$ cat config.mk
export PLATFORM = sky130hd
export DESIGN_NAME = emb_timer_unit
export DESIGN_NICKNAME = d
export VERILOG_FILES = /design/src/rtl/etu_pkg.sv /design/src/rtl/etu_tap_edge.sv /design/src/rtl/etu_pit.sv /design/src/rtl/etu_wdog.sv /design/src/rtl/emb_timer_unit.sv
export SDC_FILE = /design/constraint.sdc
export NUM_CORES = 1
export LEC_CHECK = 0
export BUFFER_PORTS_ARGS = -buffer_cell sky130_fd_sc_hd__buf_2
export CORE_UTILIZATION = 50
export DETAILED_ROUTE_END_ITERATION = 8
export GPL_TIMING_DRIVEN = 0
export HOLD_SLACK_MARGIN = 0.1
export PLACE_DENSITY_LB_ADDON = 0.1
export RECOVER_POWER = 25
export SETUP_SLACK_MARGIN = 0.02
export SYNTH_ARGS = -nofsm -noshare
export SYNTH_HDL_FRONTEND = slang
export SYNTH_SLANG_ARGS = --single-unit
$ cat constraint.sdc
create_clock -name clk -period 5.7 [get_ports clk]
set_input_delay 1.14 -clock clk [delete_from_list [all_inputs] [get_ports clk]]
set_output_delay 1.14 -clock clk [all_outputs]
set_load 0.03 [all_outputs]
$ cat src/rtl/etu_pkg.sv
// Package for the embedded timer unit.
// Holds the register bit positions and the write masks, plus the encoding of
// the watchdog reset action. The bit positions are fixed by software, so they
// are not parameters.
package etu_pkg;
    localparam int REG_W        = 32;
    localparam logic [REG_W-1:0] CTRL_KEEP = 32'hFFC0_0000;
    localparam logic [REG_W-1:0] STAT_W1C  = 32'hFC00_0000;

    // control bit positions
    localparam int C_WD_SEL_HI  = 31;
    localparam int C_WD_SEL_LO  = 30;
    localparam int C_WD_ACT_HI  = 29;
    localparam int C_WD_ACT_LO  = 28;
    localparam int C_WD_IE      = 27;
    localparam int C_PIT_IE     = 26;
    localparam int C_FIT_SEL_HI = 25;
    localparam int C_FIT_SEL_LO = 24;
    localparam int C_FIT_IE     = 23;
    localparam int C_PIT_ARL    = 22;

    // status bit positions
    localparam int S_WD_ARM     = 31;
    localparam int S_WD_INT     = 30;
    localparam int S_WD_ACT_HI  = 29;
    localparam int S_WD_ACT_LO  = 28;
    localparam int S_PIT        = 27;
    localparam int S_FIT        = 26;

    typedef enum logic [1:0] {
        ACT_NONE = 2'd0,
        ACT_CORE = 2'd1,
        ACT_CHIP = 2'd2,
        ACT_SYS  = 2'd3
    } wd_action_e;
endpackage

$ cat src/rtl/etu_tap_edge.sv
// Tap selector with a rising-edge detector.
// Picks time-base bit BASE + STEP*sel and flags a 0-to-1 change of the chosen
// bit against its value in the previous cycle.
// Assumes: BASE + STEP*(NSEL-1) < TB_W. A change of sel may itself look like
// an edge when the newly selected bit is already high.
module etu_tap_edge #(
    parameter int TB_W  = 32,
    parameter int BASE  = 9,
    parameter int STEP  = 4,
    parameter int NSEL  = 4,
    localparam int SW   = $clog2(NSEL)
) (
    input  logic            clk,
    input  logic            rst_n,
    input  logic [TB_W-1:0] tb,
    input  logic [SW-1:0]   sel,
    output logic            rise
);
    logic [NSEL-1:0] taps;
    logic            cur;
    logic            prev_q;

    for (genvar i = 0; i < NSEL; i++) begin : g_tap
        assign taps[i] = tb[BASE + STEP*i];
    end

    assign cur  = taps[sel];
    assign rise = cur & ~prev_q;

    // remember the selected tap for the next cycle's comparison
    always_ff @(posedge clk) begin
        if (!rst_n) prev_q <= 1'b0;
        else        prev_q <= cur;
    end
endmodule

$ cat src/rtl/etu_pit.sv
// Programmable interval down-counter.
// A load sets the reload value and the count, and arms the timer. The timer
// counts on tick while it is armed, enabled, and its reload value is above 1.
// It expires on a tick seen at a count of 1 or less. With auto-reload the count
// returns to the reload value; without it the count goes to 0 and the timer
// disarms. A load in the same cycle as a tick takes priority.
module etu_pit #(
    parameter int W = 32
) (
    input  logic         clk,
    input  logic         rst_n,
    input  logic         load,
    input  logic [W-1:0] load_val,
    input  logic         tick,
    input  logic         enable,
    input  logic         auto_rl,
    output logic [W-1:0] count,
    output logic         expire
);
    logic [W-1:0] reload_q;
    logic [W-1:0] cnt_q;
    logic         armed_q;
    logic         running;

    assign running = armed_q && (reload_q > W'(1)) && enable;
    assign expire  = running && tick && !load && (cnt_q <= W'(1));
    assign count   = cnt_q;

    // reload register, count and armed flag
    always_ff @(posedge clk) begin
        if (!rst_n) begin
            reload_q <= '0;
            cnt_q    <= '0;
            armed_q  <= 1'b0;
        end else if (load) begin
            reload_q <= load_val;
            cnt_q    <= load_val;
            armed_q  <= 1'b1;
        end else if (running && tick) begin
            if (cnt_q <= W'(1)) begin
                cnt_q   <= auto_rl ? reload_q : '0;
                armed_q <= auto_rl;
            end else begin
                cnt_q   <= cnt_q - W'(1);
            end
        end
    end
endmodule

$ cat src/rtl/etu_wdog.sv
// Watchdog escalation step.
// Decodes one tap expiry against the two state bits of the status register
// into one of three actions: arm, interrupt, or apply the reset action. Each
// reset request is a registered one-cycle pulse.
// Assumes: state is status bits 31:30, and action is control bits 29:28.
module etu_wdog (
    input  logic       clk,
    input  logic       rst_n,
    input  logic       expire,
    input  logic [1:0] state,
    input  logic [1:0] action,
    output logic       set_arm,
    output logic       set_int,
    output logic       do_act,
    output logic [3:1] rst_req
);
    // decode the escalation step for this expiry
    always_comb begin
        set_arm = expire && !state[1];
        set_int = expire && (state == 2'b10);
        do_act  = expire && (state == 2'b11);
    end

    for (genvar k = 1; k <= 3; k++) begin : g_req
        // one-cycle pulse when the applied action code equals k
        always_ff @(posedge clk) begin
            if (!rst_n) rst_req[k] <= 1'b0;
            else        rst_req[k] <= do_act && (action == 2'(k));
        end
    end
endmodule

$ cat src/rtl/emb_timer_unit.sv
// Embedded timer unit (top).
// Holds the control and status registers and the pending flag of the interval
// interrupt, and wires up the interval counter, the two tap detectors and the
// watchdog step. Writes take effect at the sampling edge. Timer events win
// over status clears made in the same cycle.
// Assumes: tb_value comes from a free-running time base, and tb_tick pulses
// for one cycle per time-base count.
module emb_timer_unit #(
    parameter int TB_W     = 32,
    parameter int PIT_W    = 32,
    parameter int FIT_BASE = 9,
    parameter int WDT_BASE = 17,
    parameter int TAP_STEP = 4
) (
    input  logic             clk,
    input  logic             rst_n,
    input  logic [TB_W-1:0]  tb_value,
    input  logic             tb_tick,
    input  logic             ctrl_we,
    input  logic             tsr_we,
    input  logic             pit_we,
    input  logic [31:0]      wr_data,
    output logic [31:0]      ctrl_q,
    output logic [31:0]      stat_q,
    output logic [PIT_W-1:0] pit_count,
    output logic             pit_irq,
    output logic             fit_irq,
    output logic             wdt_irq,
    output logic             rst_core_req,
    output logic             rst_chip_req,
    output logic             rst_sys_req
);
    import etu_pkg::*;

    logic [31:0] ctrl_r, stat_r, stat_nx;
    logic        pit_pend_q;
    logic        pit_exp, fit_exp, wdt_exp;
    logic        wd_arm, wd_int, wd_act;
    logic [3:1]  rst_vec;

    etu_pit #(.W(PIT_W)) u_pit (
        .clk      (clk),
        .rst_n    (rst_n),
        .load     (pit_we),
        .load_val (wr_data[PIT_W-1:0]),
        .tick     (tb_tick),
        .enable   (ctrl_r[C_PIT_IE]),
        .auto_rl  (ctrl_r[C_PIT_ARL]),
        .count    (pit_count),
        .expire   (pit_exp)
    );

    etu_tap_edge #(.TB_W(TB_W), .BASE(FIT_BASE), .STEP(TAP_STEP), .NSEL(4)) u_fit (
        .clk   (clk),
        .rst_n (rst_n),
        .tb    (tb_value),
        .sel   (ctrl_r[C_FIT_SEL_HI:C_FIT_SEL_LO]),
        .rise  (fit_exp)
    );

    etu_tap_edge #(.TB_W(TB_W), .BASE(WDT_BASE), .STEP(TAP_STEP), .NSEL(4)) u_wdt (
        .clk   (clk),
        .rst_n (rst_n),
        .tb    (tb_value),
        .sel   (ctrl_r[C_WD_SEL_HI:C_WD_SEL_LO]),
        .rise  (wdt_exp)
    );

    etu_wdog u_wd (
        .clk     (clk),
        .rst_n   (rst_n),
        .expire  (wdt_exp),
        .state   (stat_r[S_WD_ARM:S_WD_INT]),
        .action  (ctrl_r[C_WD_ACT_HI:C_WD_ACT_LO]),
        .set_arm (wd_arm),
        .set_int (wd_int),
        .do_act  (wd_act),
        .rst_req (rst_vec)
    );

    // next status: write-one-to-clear first, then event sets override
    always_comb begin
        stat_nx = stat_r;
        if (tsr_we) stat_nx = stat_r & ~(wr_data & STAT_W1C);
        if (pit_exp) stat_nx[S_PIT]    = 1'b1;
        if (fit_exp) stat_nx[S_FIT]    = 1'b1;
        if (wd_arm)  stat_nx[S_WD_ARM] = 1'b1;
        if (wd_int)  stat_nx[S_WD_INT] = 1'b1;
        if (wd_act)  stat_nx[S_WD_ACT_HI:S_WD_ACT_LO] = ctrl_r[C_WD_ACT_HI:C_WD_ACT_LO];
    end

    // control register, status register and interval-interrupt pending flag
    always_ff @(posedge clk) begin
        if (!rst_n) begin
            ctrl_r     <= '0;
            stat_r     <= '0;
            pit_pend_q <= 1'b0;
        end else begin
            if (ctrl_we) ctrl_r <= wr_data & CTRL_KEEP;
            stat_r     <= stat_nx;
            pit_pend_q <= pit_exp ||
                          (pit_pend_q && !(tsr_we && (wr_data[S_PIT] || wr_data[S_WD_ARM])));
        end
    end

    assign ctrl_q       = ctrl_r;
    assign stat_q       = stat_r;
    assign pit_irq      = pit_pend_q & ctrl_r[C_PIT_IE];
    assign fit_irq      = stat_r[S_FIT] & ctrl_r[C_FIT_IE];
    assign wdt_irq      = stat_r[S_WD_INT] & ctrl_r[C_WD_IE];
    assign rst_core_req = rst_vec[ACT_CORE];
    assign rst_chip_req = rst_vec[ACT_CHIP];
    assign rst_sys_req  = rst_vec[ACT_SYS];
endmodule

* After elaboration in Yosys (flattened, before gate mapping)
Index checks and enable logic that the tools add are counted.
Operators by class: equal/unequal tests 5, magnitude comparators 4, muxes and demuxes 17, multiply operators 0, divide/modulo/power cells 0, add/subtract/negate cells 1, shifts and indexed selects 0, reduce and logical (&&, ||, !) cells 26, bitwise operators 9
Operators with widths (number):
- 2-to-1 mux 32 bit | 5
- AND 32 bit | 1
- greater-than comparator 32 x 1 -> 1 bit, second input constant | 1
- <= comparator 32 x 1 -> 1 bit, second input constant | 1
- inverter 32 bit | 1
- subtractor 32 x 1 -> 32 bit, second input constant | 1
- nonzero test 2 bit | 7
- logical AND 1 bit | 13
- 2-to-1 mux 1 bit | 9
- equality test 2 bit, second input constant | 4
- < comparator 2 x 3 -> 1 bit, second input constant | 2
- AND 1 bit | 5
- binary-select mux 1 bit (select 2 bit) | 2
- logical NOT 1 bit | 3
- equality test 2 x 1 -> 1 bit, second input constant | 1
- logical OR 1 bit | 2
- 2-to-1 mux 2 bit | 1
- inverter 1 bit | 2
- AND reduction 2 bit | 1
Word-level totals: logic and storage cells 78, memories kept 0, register bits after elaboration 113, bits of input ports 70, bits in latches 0, output and inout port bits 102, RAM bits 0, memory bits (read-only) 0

* Longest topological paths before layout
word-level depth 7, gate-level depth with buffers 9, gate-level depth less buffers 8

* Cells and area by module
A second synthesis with hierarchy kept.
Unflattened totals: cells, all modules 611, area, all modules 4998.5 um^2
By module, submodules not included:
- etu_pit | instances 1, seq. area each 1301.2 um^2, area an instance 3736.1 um^2, cells each 478
- emb_timer_unit | instances 1, seq. area each 340.3 um^2, area an instance 1023.5 um^2, cells each 114
- etu_wdog | instances 1, seq. area each 60.1 um^2, area an instance 128.9 um^2, cells each 11
- etu_tap_edge | instances 2, seq. area each 20.0 um^2, area an instance 55.1 um^2, cells each 4

* Worst setup path before layout
No wires, ideal clock.
path kind register to register, start register u_pit.cnt_q[4] (netlist: u_pit.count[4]), end register u_pit.cnt_q[22] (netlist: u_pit.count[22]), setup slack 3.136 ns, data arrival time 2.476 ns, clock period less this slack 2.564 ns, stages on the path, launching flop included 9, path buffers 2, cells stage by stage dfxtp_1 buf_6 or4_4 or4_4 nor4_4 and3_4 buf_6 nand2_1 a311oi_2
On the way: cells in the longest elaborated chain, start to end 4, elaborated cells between the ends (all ways) 5, those cells by class add/sub: 1; order compare: 1; mux: 3
RTL lines:
- from (decl) | line etu_pit.sv:21 | logic [W-1:0] cnt_q;
- from (signal assigned) | line etu_pit.sv:37 | cnt_q <= load_val;
- from (signal assigned) | line etu_pit.sv:41 | cnt_q <= auto_rl ? reload_q : '0;
- from (signal assigned) | line etu_pit.sv:44 | cnt_q <= cnt_q - W'(1);
- subtractor 32 x 1 -> 32 bit or <= comparator 32 x 1 -> 1 bit (tied branches) | line etu_pit.sv:44, etu_pit.sv:40
- 2-to-1 mux 32 bit * | line etu_pit.sv:40 | if (cnt_q <= W'(1)) begin
- 2-to-1 mux 32 bit * | line etu_pit.sv:39 | end else if (running && tick) begin
- 2-to-1 mux 32 bit * | line etu_pit.sv:35 | end else if (load) begin
Mark *: on every way between the ends. The rest lies on a longest branch, timed or not. The select of a mux whose other input is x is not followed. A chain may end at the register's enable or synchronous reset.

* Worst setup path in the final report
start register u_pit.cnt_q[8] (netlist: u_pit.count[8]), end register u_pit.cnt_q[15] (netlist: u_pit.count[15])
The elaborated chain is that of the path after synthesis.

==> impl_metrics.env <==
export IMPL_relSlewSlack=0.406
export IMPL_clk_latency_ns=0.37
export IMPL_drive_gt1_frac=0.220
export IMPL_n_fill_cell=908
export IMPL_wirelength_mm=14.5
export IMPL_pin_count=172
export IMPL_hold_violations=0
export IMPL_post_route_min_period_ns=2.95
export IMPL_n_antenna_cell=0
export IMPL_yosysSeqAreaShare=0.361
export IMPL_drtIter0Drc=472
export IMPL_crit_required_ns=5.96
export IMPL_synth_warnings=0
export IMPL_ys_ff_latch=87
export IMPL_synth_edf_count=0
export IMPL_netlist_instances=569
export IMPL_drc=0
export IMPL_antenna_found_initial=0
export IMPL_clockRootBuffer="clkbuf_8"
export IMPL_ff2ff_setup_slack_ns=2.75
export IMPL_grt_pass1_vias=4463
export IMPL_final_setup_tns_ns=0
export IMPL_initial_utilization=0.520
export IMPL_core_area_sq_um=9280
export IMPL_hpwl_mm=10.7
export IMPL_async_flop_share=0
export IMPL_critical_path_class="reg -> reg"
export IMPL_track_usage=0.289
export IMPL_ant_nets=0
export IMPL_ys_flop_type="dfxtp_1"
export IMPL_via_per_inst=5.58
export IMPL_cts_setup_buffers=0
export IMPL_cp_slowest_cell="nor3_1"
export IMPL_multiInputGateArea_sq_um=2710
export IMPL_drv_slew=0
export IMPL_setup_viol=0
export IMPL_seq_area_sq_um=1740
export IMPL_maxCapViolations=0
export IMPL_rsz0062_at_grt="no"
export IMPL_finalCritPeriodShare=0.518
export IMPL_cts_tree="yes"
export IMPL_hold_start="stat_q[27]"
export IMPL_worst_path_largest_cell_delay_ns=0.62
export IMPL_num_vias=4774
export IMPL_nets=793
export IMPL_outcome="finished, final reports clean"
export IMPL_ir_drop_mv=0.145
export IMPL_cp_start_kind="flip-flop"
export IMPL_grt_first_pass_wirelength_mm=22.4
export IMPL_post_drt_wl_per_cell_microns=16.9
export IMPL_clock_sinks=87
export IMPL_hold_ws_ns=0.459
export IMPL_place_congestion=0.910
export IMPL_min_path_cells=2
export IMPL_die_w_microns=100
export IMPL_cp_startpoint="u_pit.count[8]"
export IMPL_p_total_mw=1.51
export IMPL_cts_inserted_buffers=9
export IMPL_critPathCaptureType="flip-flop"
export IMPL_dr_pass1_iters=5
export IMPL_port_buffers=94
export IMPL_ctsHoldBuffers=0
export IMPL_hold_path_class="reg -> reg"
export IMPL_ys_types=58
export IMPL_leakagePower_nw=2.56
export IMPL_powerDensity_nw_per_um2=259
export IMPL_fmax_mhz=339
export IMPL_critical_path_arrival_ns=3.21
export IMPL_rows=35
export IMPL_cp_max_fo=10
export IMPL_timing_rr_start="u_pit.count[8]"
export IMPL_fin_util=0.627
export IMPL_area_growth_pct=20.5
export IMPL_fin_area_sq_um=5820
export IMPL_grt_max_degree=17
export IMPL_cts_resized=0
export IMPL_avgSynthCellArea_sq_um=8.49
export IMPL_max_clock_path_buffers=2
export IMPL_htree_levels=3
export IMPL_post_dp_cell_area_sq_um=5640
export IMPL_fin_skew_ns=0.00831
export IMPL_crit_chain="nor3_1 -> nand4_2 -> or2_1 -> o21ai_1 -> clkbuf_1 -> o21ai_0 -> o221a_1"
export IMPL_synthesis_area_sq_um=4830
export IMPL_reg2regPathDepth=7
export IMPL_die_y_microns=100
export IMPL_die_area_sq_um=10100
export IMPL_grt_overflow_total=0
export IMPL_worst_slew_pin_slew_ns=0.882
export IMPL_cts_clk_slew_worst_paths_ns=0.10
-- stage by stage --
| step | setup WS (ns) | cells |
|---|---|---|
| floorplan | 3.14 | 616 |
| global placement | 2.69 | 839 |
| detailed placement | 2.68 | 839 |
| CTS | 2.79 | 855 |
| global route | 2.53 | 855 |
| finish | 2.75 | 855 |
-- worst max-delay path, delay by kind of cell, from the launching register on --
kind	cells	cell delay [ns]
and+or+nand+nor	3	1.43
buffers and inverters	1	0.41
AOI/OAI and AO/OA	3	0.61
DFF	1	0.37
-- registers in the layout, indices dropped and copies added (netlist names) --
register and count:
u_wdt.prev_q 1, u_fit.prev_q 1, ctrl_q 10, pit_pend_q 1, u_wd.rst_req 3, u_pit.armed_q 1
stat_q 6, u_pit.reload_q 32, u_pit.count 32
-- kinds of logic after synthesis --
logic type / synth area share
compound gates: 0.182
xor+xnor: 0.0326
fa+ha+maj: 0.00518
buf+inv: 0.116
flops: 0.361
mux: 0.0842
other cells: 0.000776
simple gates: 0.219
-- metal layers --
metal | vias to the layer above | GRT usage | routed length [microns]
li1 | 2253 | - | -
met1 | 2236 | 0.381 | 6240
met2 | 251 | 0.474 | 6740
met3 | 34 | 0.0467 | 1170
met4 | 0 | 0.114 | 294
met5 | - | 0 | 0
-- final timing paths --
check                                       end
worst max-delay path            u_pit.count[15]
worst max register to register  u_pit.count[15]
worst min-delay path                 stat_q[27]
worst min register to register       stat_q[27]
-- layout make-up --
| class | count | share of cell area |
|---|---|---|
| repair buffers | 94 | 0.0770 |
| multi-input cells | 436 | 0.465 |
| clock buffers | 9 | 0.0213 |
| well taps | 129 | 0.0277 |
| clock inverters | 7 | 0.0135 |
| inverters | 9 | 0.00581 |
| plain buffers | 84 | 0.0903 |
| flip-flops and latches | 87 | 0.299 |
-- synthesized netlist by cell type, types with 3 or more instances --
cell / number / area [sq um]
a311oi_1: 3 / 26.3
nor4_1: 15 / 93.8
nor2_1: 61 / 229
o221a_1: 19 / 214
or4_1: 3 / 22.5
o21ai_0: 47 / 235
nand4_1: 9 / 56.3
a21oi_1: 19 / 95.1
dfxtp_1: 87 / 1740
nand3_1: 13 / 65.1
buf_4: 52 / 390
nor3_1: 9 / 45.0
nand2_1: 40 / 150
and2_1: 25 / 156
xor2_1: 9 / 78.8
clkbuf_1: 25 / 93.8
mux2i_1: 35 / 350
buf_1: 5 / 18.8
o21ai_1: 7 / 35.0
or3_1: 9 / 56.3
and3_1: 7 / 43.8
o211ai_1: 6 / 45.0
xnor2_1: 9 / 78.8
inv_1: 8 / 30.0
a31oi_1: 4 / 25.0
-- power breakdown --
part	internal [mW]	total, mW	leakage [nW]	switching [mW]
clock	0.209	0.454	0.105	0.245
combinational	0.127	0.365	1.74	0.238
sequential	0.647	0.690	0.719	0.0438
-- layout by cell type (no fill, tap or decap), types with 22 or more instances in the layout --
cell type / n
dfxtp_1: 87
buf_2: 76
nor2_1: 61
buf_4: 52
conb_1: 48
o21ai_0: 47
clkbuf_1: 46
nand2_1: 40
mux2i_1: 35
and2_1: 22
Note: power is estimated with default switching activity, not from simulation.
